### config.mk
export PLATFORM = sky130hd
export DESIGN_NAME = wdt_keyguard
export DESIGN_NICKNAME = d
export VERILOG_FILES = /design/src/rtl/wdt_keyguard_pkg.sv /design/src/rtl/wdt_unlock.sv /design/src/rtl/wdt_cfg_sync.sv /design/src/rtl/wdt_counter.sv /design/src/rtl/wdt_keyguard.sv
export SDC_FILE = /design/constraint.sdc
export NUM_CORES = 1
export LEC_CHECK = 0
export ABC_AREA = 1
export BUFFER_PORTS_ARGS = -buffer_cell sky130_fd_sc_hd__buf_2
export CAP_MARGIN = 20
export CORE_UTILIZATION = 30
export CTS_BUF_LIST = sky130_fd_sc_hd__clkbuf_4 sky130_fd_sc_hd__clkbuf_8
export CTS_CLUSTER_SIZE = 28
export DETAILED_ROUTE_END_ITERATION = 6
export HOLD_SLACK_MARGIN = 0.12
export PLACE_DENSITY = 0.6
export SYNTH_ARGS = -nofsm -noshare
export SYNTH_HDL_FRONTEND = slang
export SYNTH_SLANG_ARGS = --single-unit
### constraint.sdc
create_clock -name clk -period 1.7 [get_ports clk]
set_clock_uncertainty 0.2 [all_clocks]
set_input_delay 0 -clock clk [delete_from_list [all_inputs] [get_ports clk]]
set_output_delay 0 -clock clk [all_outputs]
set_load 0.01 [all_outputs]
### src/rtl/wdt_keyguard_pkg.sv
package wdt_keyguard_pkg;

  // Register byte offsets (software decodes these)
  localparam int OFF_CS  = 'h0;
  localparam int OFF_CNT = 'h4;
  localparam int OFF_TOV = 'h8;

  // Control/status bit positions
  localparam int B_FLAG  = 14;
  localparam int B_CMD32 = 13;
  localparam int B_PRESC = 12;
  localparam int B_UNLK  = 11;
  localparam int B_RCS   = 10;
  localparam int B_CLKHI = 9;
  localparam int B_CLKLO = 8;
  localparam int B_EN    = 7;
  localparam int B_UPD   = 5;
  localparam int B_RWAIT = 1;
  localparam int B_RSTOP = 0;

  // Magic keys written to the counter register
  localparam logic [31:0] KEY_REFRESH = 32'hB480_A602;
  localparam logic [31:0] KEY_UNLOCK  = 32'hD928_C520;
  localparam logic [31:0] KEY_HALF_LO = 32'h0000_C520;
  localparam logic [31:0] KEY_HALF_HI = 32'h0000_D928;

  typedef struct packed {
    logic       cmd32;
    logic       presc;
    logic [1:0] clksel;
    logic       en;
    logic       upd;
    logic       run_wait;
    logic       run_stop;
  } cfg_t;

  localparam cfg_t CFG_RST = '{cmd32: 1'b0, presc: 1'b0, clksel: 2'b01,
                               en: 1'b1, upd: 1'b1, run_wait: 1'b0,
                               run_stop: 1'b0};

  function automatic cfg_t word_to_cfg(input logic [31:0] w);
    cfg_t c;
    c.cmd32    = w[B_CMD32];
    c.presc    = w[B_PRESC];
    c.clksel   = w[B_CLKHI:B_CLKLO];
    c.en       = w[B_EN];
    c.upd      = w[B_UPD];
    c.run_wait = w[B_RWAIT];
    c.run_stop = w[B_RSTOP];
    return c;
  endfunction

  function automatic logic [31:0] cfg_to_word(input cfg_t c, input logic flag,
                                              input logic unlk, input logic rcs);
    logic [31:0] w;
    w = '0;
    w[B_FLAG]          = flag;
    w[B_CMD32]         = c.cmd32;
    w[B_PRESC]         = c.presc;
    w[B_UNLK]          = unlk;
    w[B_RCS]           = rcs;
    w[B_CLKHI:B_CLKLO] = c.clksel;
    w[B_EN]            = c.en;
    w[B_UPD]           = c.upd;
    w[B_RWAIT]         = c.run_wait;
    w[B_RSTOP]         = c.run_stop;
    return w;
  endfunction

  // Counter is allowed to move this cycle
  function automatic logic run_allowed(input cfg_t c, input logic in_wait,
                                       input logic in_stop);
    return c.en && !(in_wait && !c.run_wait) && !(in_stop && !c.run_stop);
  endfunction

endpackage

### src/rtl/wdt_unlock.sv
module wdt_unlock
  import wdt_keyguard_pkg::*;
#(
  parameter int WIN = 256
) (
  input  logic        clk,
  input  logic        rst_n,
  input  logic        cnt_wr,
  input  logic [31:0] wdata,
  input  logic        cmd32,
  input  logic        cfg_acc,
  input  logic        seal_set,
  output logic        unlocked,
  output logic        sealed,
  output logic        key_ok
);
  localparam int WIN_W = $clog2(WIN + 1);

  logic             half_q;
  logic [WIN_W-1:0] win_q;
  logic             unl_q;
  logic             seal_q;
  logic             key32, key16;

  assign key32  = cnt_wr && cmd32 && (wdata == KEY_UNLOCK);
  assign key16  = cnt_wr && !cmd32 && half_q && (wdata == KEY_HALF_HI);
  assign key_ok = (key32 || key16) && !seal_q;

  // First half of the 16-bit sequence, cleared by any other counter write
  always_ff @(posedge clk or negedge rst_n) begin
    if (!rst_n)      half_q <= 1'b0;
    else if (cnt_wr) half_q <= !cmd32 && (wdata == KEY_HALF_LO);
  end

  always_ff @(posedge clk or negedge rst_n) begin
    if (!rst_n) begin
      unl_q <= 1'b0;
      win_q <= '0;
    end else if (unl_q && cfg_acc) begin
      unl_q <= 1'b0;
      win_q <= '0;
    end else if (key_ok) begin
      unl_q <= 1'b1;
      win_q <= WIN_W'(WIN);
    end else if (unl_q) begin
      if (win_q == WIN_W'(1)) unl_q <= 1'b0;
      win_q <= win_q - 1'b1;
    end
  end

  always_ff @(posedge clk or negedge rst_n) begin
    if (!rst_n)        seal_q <= 1'b0;
    else if (seal_set) seal_q <= 1'b1;
  end

  assign unlocked = unl_q;
  assign sealed   = seal_q;

endmodule

### src/rtl/wdt_cfg_sync.sv
module wdt_cfg_sync
  import wdt_keyguard_pkg::*;
#(
  parameter int CNT_W    = 16,
  parameter int SYNC_LAT = 3
) (
  input  logic             clk,
  input  logic             rst_n,
  input  logic             cs_acc,
  input  logic             tov_acc,
  input  cfg_t             cfg_in,
  input  logic [CNT_W-1:0] tov_in,
  output cfg_t             cfg,
  output logic [CNT_W-1:0] toval,
  output logic             rcs
);
  localparam int PEND_W = $clog2(SYNC_LAT + 1);

  cfg_t              shd_cfg, cfg_q;
  logic [CNT_W-1:0]  shd_tov, tov_q;
  logic [PEND_W-1:0] pend_q;
  logic              apply;

  assign apply = (pend_q == PEND_W'(1));

  always_ff @(posedge clk or negedge rst_n) begin
    if (!rst_n) begin
      shd_cfg <= CFG_RST;
      shd_tov <= '1;
    end else begin
      if (cs_acc)  shd_cfg <= cfg_in;
      if (tov_acc) shd_tov <= tov_in;
    end
  end

  always_ff @(posedge clk or negedge rst_n) begin
    if (!rst_n)                 pend_q <= '0;
    else if (cs_acc || tov_acc) pend_q <= PEND_W'(SYNC_LAT);
    else if (pend_q != '0)      pend_q <= pend_q - 1'b1;
  end

  always_ff @(posedge clk or negedge rst_n) begin
    if (!rst_n) begin
      cfg_q <= CFG_RST;
      tov_q <= '1;
    end else if (apply) begin
      cfg_q <= shd_cfg;
      tov_q <= shd_tov;
    end
  end

  assign cfg   = cfg_q;
  assign toval = tov_q;
  assign rcs   = (pend_q == '0);

endmodule

### src/rtl/wdt_counter.sv
module wdt_counter #(
  parameter int CNT_W    = 16,
  parameter int PRESCALE = 256
) (
  input  logic             clk,
  input  logic             rst_n,
  input  logic             en,
  input  logic             run,
  input  logic             presc,
  input  logic             tick,
  input  logic             refresh,
  input  logic             hold,
  input  logic [CNT_W-1:0] toval,
  output logic [CNT_W-1:0] cnt,
  output logic             expire
);
  localparam int PRE_W = $clog2(PRESCALE);

  logic [PRE_W-1:0] pre_q;
  logic [CNT_W-1:0] cnt_q;
  logic             adv;

  assign adv    = run && tick && (!presc || pre_q == PRE_W'(PRESCALE - 1));
  assign expire = run && !hold && (cnt_q == toval);

  always_ff @(posedge clk or negedge rst_n) begin
    if (!rst_n)                  pre_q <= '0;
    else if (!en || refresh)     pre_q <= '0;
    else if (run && tick && presc) pre_q <= pre_q + 1'b1;
  end

  always_ff @(posedge clk or negedge rst_n) begin
    if (!rst_n)                          cnt_q <= '0;
    else if (!en || expire || refresh)   cnt_q <= '0;
    else if (adv)                        cnt_q <= cnt_q + 1'b1;
  end

  assign cnt = cnt_q;

endmodule

### src/rtl/wdt_keyguard.sv
module wdt_keyguard
  import wdt_keyguard_pkg::*;
#(
  parameter int ADDR_W   = 4,
  parameter int CNT_W    = 16,
  parameter int WIN      = 256,
  parameter int SYNC_LAT = 3,
  parameter int PRESCALE = 256
) (
  input  logic              clk,
  input  logic              rst_n,
  input  logic              slow_tick,
  input  logic              lp_wait,
  input  logic              lp_stop,
  input  logic [ADDR_W-1:0] bus_addr,
  input  logic              bus_we,
  input  logic [31:0]       bus_wdata,
  output logic [31:0]       bus_rdata,
  output logic              rst_req
);
  logic             cs_wr, cnt_wr, tov_wr;
  logic             cs_acc, tov_acc, cfg_acc, seal_set, refresh;
  logic             unlocked, sealed, key_ok;
  cfg_t             cfg;
  logic [CNT_W-1:0] toval, cnt;
  logic             rcs, run, expire;
  logic             flag_q, rst_req_q;

  assign cs_wr  = bus_we && (bus_addr == ADDR_W'(OFF_CS));
  assign cnt_wr = bus_we && (bus_addr == ADDR_W'(OFF_CNT));
  assign tov_wr = bus_we && (bus_addr == ADDR_W'(OFF_TOV));

  assign cs_acc   = cs_wr && unlocked;
  assign tov_acc  = tov_wr && unlocked;
  assign cfg_acc  = cs_acc || tov_acc;
  assign seal_set = cs_acc && !bus_wdata[B_UPD];
  assign refresh  = cnt_wr && (bus_wdata == KEY_REFRESH);
  assign run      = run_allowed(cfg, lp_wait, lp_stop);

  wdt_unlock #(.WIN(WIN)) u_unlock (
    .clk      (clk),
    .rst_n    (rst_n),
    .cnt_wr   (cnt_wr),
    .wdata    (bus_wdata),
    .cmd32    (cfg.cmd32),
    .cfg_acc  (cfg_acc),
    .seal_set (seal_set),
    .unlocked (unlocked),
    .sealed   (sealed),
    .key_ok   (key_ok)
  );

  wdt_cfg_sync #(.CNT_W(CNT_W), .SYNC_LAT(SYNC_LAT)) u_cfg (
    .clk     (clk),
    .rst_n   (rst_n),
    .cs_acc  (cs_acc),
    .tov_acc (tov_acc),
    .cfg_in  (word_to_cfg(bus_wdata)),
    .tov_in  (bus_wdata[CNT_W-1:0]),
    .cfg     (cfg),
    .toval   (toval),
    .rcs     (rcs)
  );

  wdt_counter #(.CNT_W(CNT_W), .PRESCALE(PRESCALE)) u_cnt (
    .clk     (clk),
    .rst_n   (rst_n),
    .en      (cfg.en),
    .run     (run),
    .presc   (cfg.presc),
    .tick    (slow_tick),
    .refresh (refresh),
    .hold    (rst_req_q),
    .toval   (toval),
    .cnt     (cnt),
    .expire  (expire)
  );

  // Sticky timeout flag: set wins over a simultaneous clear
  always_ff @(posedge clk or negedge rst_n) begin
    if (!rst_n) begin
      flag_q    <= 1'b0;
      rst_req_q <= 1'b0;
    end else begin
      rst_req_q <= expire;
      if (expire)                         flag_q <= 1'b1;
      else if (cs_wr && bus_wdata[B_FLAG]) flag_q <= 1'b0;
    end
  end

  always_comb begin
    bus_rdata = '0;
    if (bus_addr == ADDR_W'(OFF_CS))
      bus_rdata = cfg_to_word(cfg, flag_q, unlocked, rcs);
    else if (bus_addr == ADDR_W'(OFF_CNT))
      bus_rdata = 32'(cnt);
    else if (bus_addr == ADDR_W'(OFF_TOV))
      bus_rdata = 32'(toval);
  end

  assign rst_req = rst_req_q;

endmodule

==> flow_summary.yaml <==
outcome:
  run_status: "finished with violations"
  violations: "hold timing, setup timing"
layout:
  diodes: 0
  drive_gt1_frac: 0.329
  area_growth_pct: 34.6
  net_count_final: 836
  final.fill_count: 1643
critical_path:
  crit_type: "register to register"
  critical_path_end_type: "register"
  startpoint_of_the_most_critical_register_to_register_path: "u_cfg.toval[13]$_DFFE_PN1P_"
  worst_path_max_delay_cell: "sky130_fd_sc_hd__dfstp_2"
  worstPathMaxFanout: 6
  worstReg2RegEnd: "u_cnt.cnt[6]$_DFFE_PN0P_"
  cp_data_required_time_ns: 1.77
  cp_cell_sequence: "inv_2, nand2_2, nand2_2, nor3_2, nand3_1, nor2_1, nand3_2, buf_6, nand3b_1, nor2_1"
  setup.reg_to_reg.worst_slack_ns: -0.07
  worst-endpoint-arrival_ns: 1.84
  critical_path.startpoint_type: "register"
  critical_path.max_stage_delay_ns: 0.54
  reg2regPathDepth: 10
logic_synthesis:
  yosys-top-cells-count: "sky130_fd_sc_hd__nand2_1, sky130_fd_sc_hd__nor2_1, sky130_fd_sc_hd__inv_1, sky130_fd_sc_hd__dfrtp_1, sky130_fd_sc_hd__o21ai_0"
  ys_dominant_reg_cell: "sky130_fd_sc_hd__dfrtp_1"
  postSynth.asyncResetShare: 1.00
  mappedNetlistArea_um2: 5030
  yosysMostFrequentCell: "sky130_fd_sc_hd__nand2_1"
  synthTopCellsByArea: "sky130_fd_sc_hd__dfrtp_1, sky130_fd_sc_hd__dfstp_2, sky130_fd_sc_hd__nand2_1"
  syn_inst: 640
  synth-seq-cells: 88
  synth.yosys.seq_area_share: 0.447
  yosysWarnings: 0
  post_synth.cell_area_avg_um2: 7.86
  netlist-cell-type-count: 37
  yosysTopAreaCell: "sky130_fd_sc_hd__dfrtp_1"
  netlist.area_leader.share: 0.249
  synth_edf_count: 0
die:
  fp-row-count: 46
  die_outline_area_um2: 17300
  ioPinCount: 75
  initial_core_util: 0.312
  die_x_um: 131
  die_height_um: 131
  design.core.area_um2: 16100
run:
  max_cap_viol_count: 0
hold_path:
  hold_path_end: "u_unlock.half_q$_DFFE_PN0N_"
  worstHoldPathCells: 8
  min_from: "bus_wdata[20]"
  timing.hold.worst.class: "input port to register"
power:
  power_density_nw_per_um2: 1020
  vdd_ir_drop_max_uv: 472
  leakagePower_nw: 3.12
  fin_total_pwr_w: 0.00692
timing:
  layout_worst_path_cycle_share: 1.04
  final_critical_path_setup_slack_ns: -0.0724
  finalCriticalPeriod_ns: 1.77
  timing.final.max_slew_violations: 0
  transition_time_at_the_pin_with_the_least_slew_margin_ns: 0.633
  count_of_final_setup_violators: 16
  max-slew-margin-rel: 0.577
  fin_hold_ws_ns: -0.0782
  setup_total_negative_slack_ns: -0.801
  achievable_clock_frequency_mhz: 564
  grt_setup_unrepaired: "true"
  final_number_of_hold_violating_endpoints: 1
clock_tree:
  tritoncts.num_buffers: 9
  cts_htree_levels: 3
  cts.root.buffer_cell: "sky130_fd_sc_hd__clkbuf_8"
  clock_latency_reported_for_the_late_side_of_the_worst_skew_pair_ns: 0.37
  post_cts_clock_slew_at_the_launch_and_capture_registers_of_the_worst_setup_and_hold_paths_ns: 0.09
  clock_sink_count: 88
  clock_tree_from_tritoncts: "built"
  clock_path_buffers: 2
global_route:
  grt_pass1_wl_mm: 22.3
  overflow: 0
  grt_antenna_before_repair: 0
  vias_in_the_first_global_route: 4457
  grt_use_total: 0.166
  grt_start_max_net_pins: 36
routing:
  drtIter0Drc: 369
  drt-vias-per-instance: 4.48
  vias: 4524
  dr.pass1.iters: 5
  post_drt_wl_per_cell_um: 13.7
  routed_wirelength_mm: 13.8
  detail-route-antenna-nets: 0
  remaining_drc_errors: 0
placed_design:
  dp.final_hpwl_mm: 10.0
  port_buffers: 58
  place.gp.congestion: 0.882
[report_power, final]
group | internal, W | leakage (nW) | switching (W)
Clock | 0.000727 | 0.105 | 0.000735
Combinational | 0.000947 | 1.97 | 0.00121
Sequential | 0.00290 | 1.05 | 0.000402
Total | 0.00457 | 3.12 | 0.00235
[flip-flops by register name (all words and copies together), names as in the netlist]
register / count
u_cfg.shd_cfg: 8
u_unlock.unlocked: 1
u_unlock.win_q: 9
u_unlock.half_q: 1
flag_q: 1
u_cfg.toval: 16
u_cfg.cfg: 8
u_cfg.pend_q: 2
u_cnt.cnt: 16
u_cnt.pre_q: 8
rst_req: 1
u_unlock.sealed: 1
u_cfg.shd_tov: 16
[worst max-delay path by stage]
stage | from | endpoint | slack [ns] | cells after the start
floorplan | u_cfg.pend_q[1]$_DFFE_PN0P_ | u_cfg.cfg[0]$_DFFE_PN0P_ | 0.003 | 5
detailed placement | u_cfg.toval[13]$_DFFE_PN1P_ | u_cnt.cnt[14]$_DFFE_PN0P_ | -0.06 | 9
finish | u_cfg.toval[13]$_DFFE_PN1P_ | u_cnt.cnt[6]$_DFFE_PN0P_ | -0.07 | 10
global route | u_cfg.toval[13]$_DFFE_PN1P_ | u_cnt.cnt[9]$_DFFE_PN0P_ | -0.19 | 10
global placement | u_cfg.toval[13]$_DFFE_PN1P_ | u_cnt.cnt[14]$_DFFE_PN0P_ | -0.08 | 9
CTS | u_cfg.toval[13]$_DFFE_PN1P_ | u_cnt.cnt[6]$_DFFE_PN0P_ | -0.03 | 10
[layer usage]
layer	global-route usage	vias to the layer above	part of all wire
met4	0.0401	0	0.012
met5	0	-	0
met2	0.269	127	0.46
met1	0.221	2090	0.48
li1	-	2298	-
met3	0.0390	9	0.042
[cell usage in the layout, fill, tap and decap left out, drive strengths merged, types with 2 or more instances in the layout]
cell type / n
dfstp: 38
o22ai: 7
xnor2: 6
nand2: 170
ha: 6
nor2: 98
inv: 84
nor3: 11
buf: 108
nand4: 6
xor2: 16
conb: 16
dlygate4sd3: 44
o221ai: 11
a31oi: 2
mux2: 5
dfrtp: 50
clkinv: 3
nand3b: 7
a21oi: 10
nand3: 30
o21ai: 48
clkbuf: 12
[cell families after synthesis]
group	after synthesis	share of synthesized area
AO/OA/AOI/OAI	79	0.0903
buffers and inverters	114	0.101
multiplexers	5	0.0112
XOR/XNOR	22	0.0383
adder cells (fa/ha/maj)	6	0.0149
AND/OR/NAND/NOR	325	0.296
other	1	0.000746
flip-flops	88	0.447
[worst max-delay path: cells and delay by family (launching register included)]
kind	cells	cell delay [ns]
AND/OR/NAND/NOR	8	0.70
flip-flops	1	0.54
buffers and inverters	2	0.22
[final cells by class]
class                   instances  area, um2  area share
clock buffers                  12        146      0.0216
clock inverters                 4       48.8     0.00721
inverters                      84        323      0.0477
multi-input cells             453       2550       0.377
flip-flops and latches         88       2250       0.333
well taps                     216        270      0.0399
repair buffers                152       1170       0.173
[stage by stage]
stage	std cells	cell area, um2	setup slack (ns)	util	hold WS [ns]
floorplan	655	5080	0.00349	-	-0.496
global placement	945	5840	-0.0791	0.362	-0.282
detailed placement	945	5840	-0.0624	0.362	-0.288
CTS	1009	6650	-0.0256	0.412	0.122
global route	1009	6770	-0.189	0.420	-0.0179
finish	1009	6770	-0.0724	0.420	-0.0782
[what timing repair did]
action | in CTS | in global routing
pin swaps | 7 | 9
endpoints found under the hold margin | 141 | 24
cloned | 1 | 0
resized for setup | 38 | 41
buffers inserted | 2 | 3
hold buffers | 45 | 2
setup endpoints to repair | 24 | 64
Power figures use the tool's default switching activity.
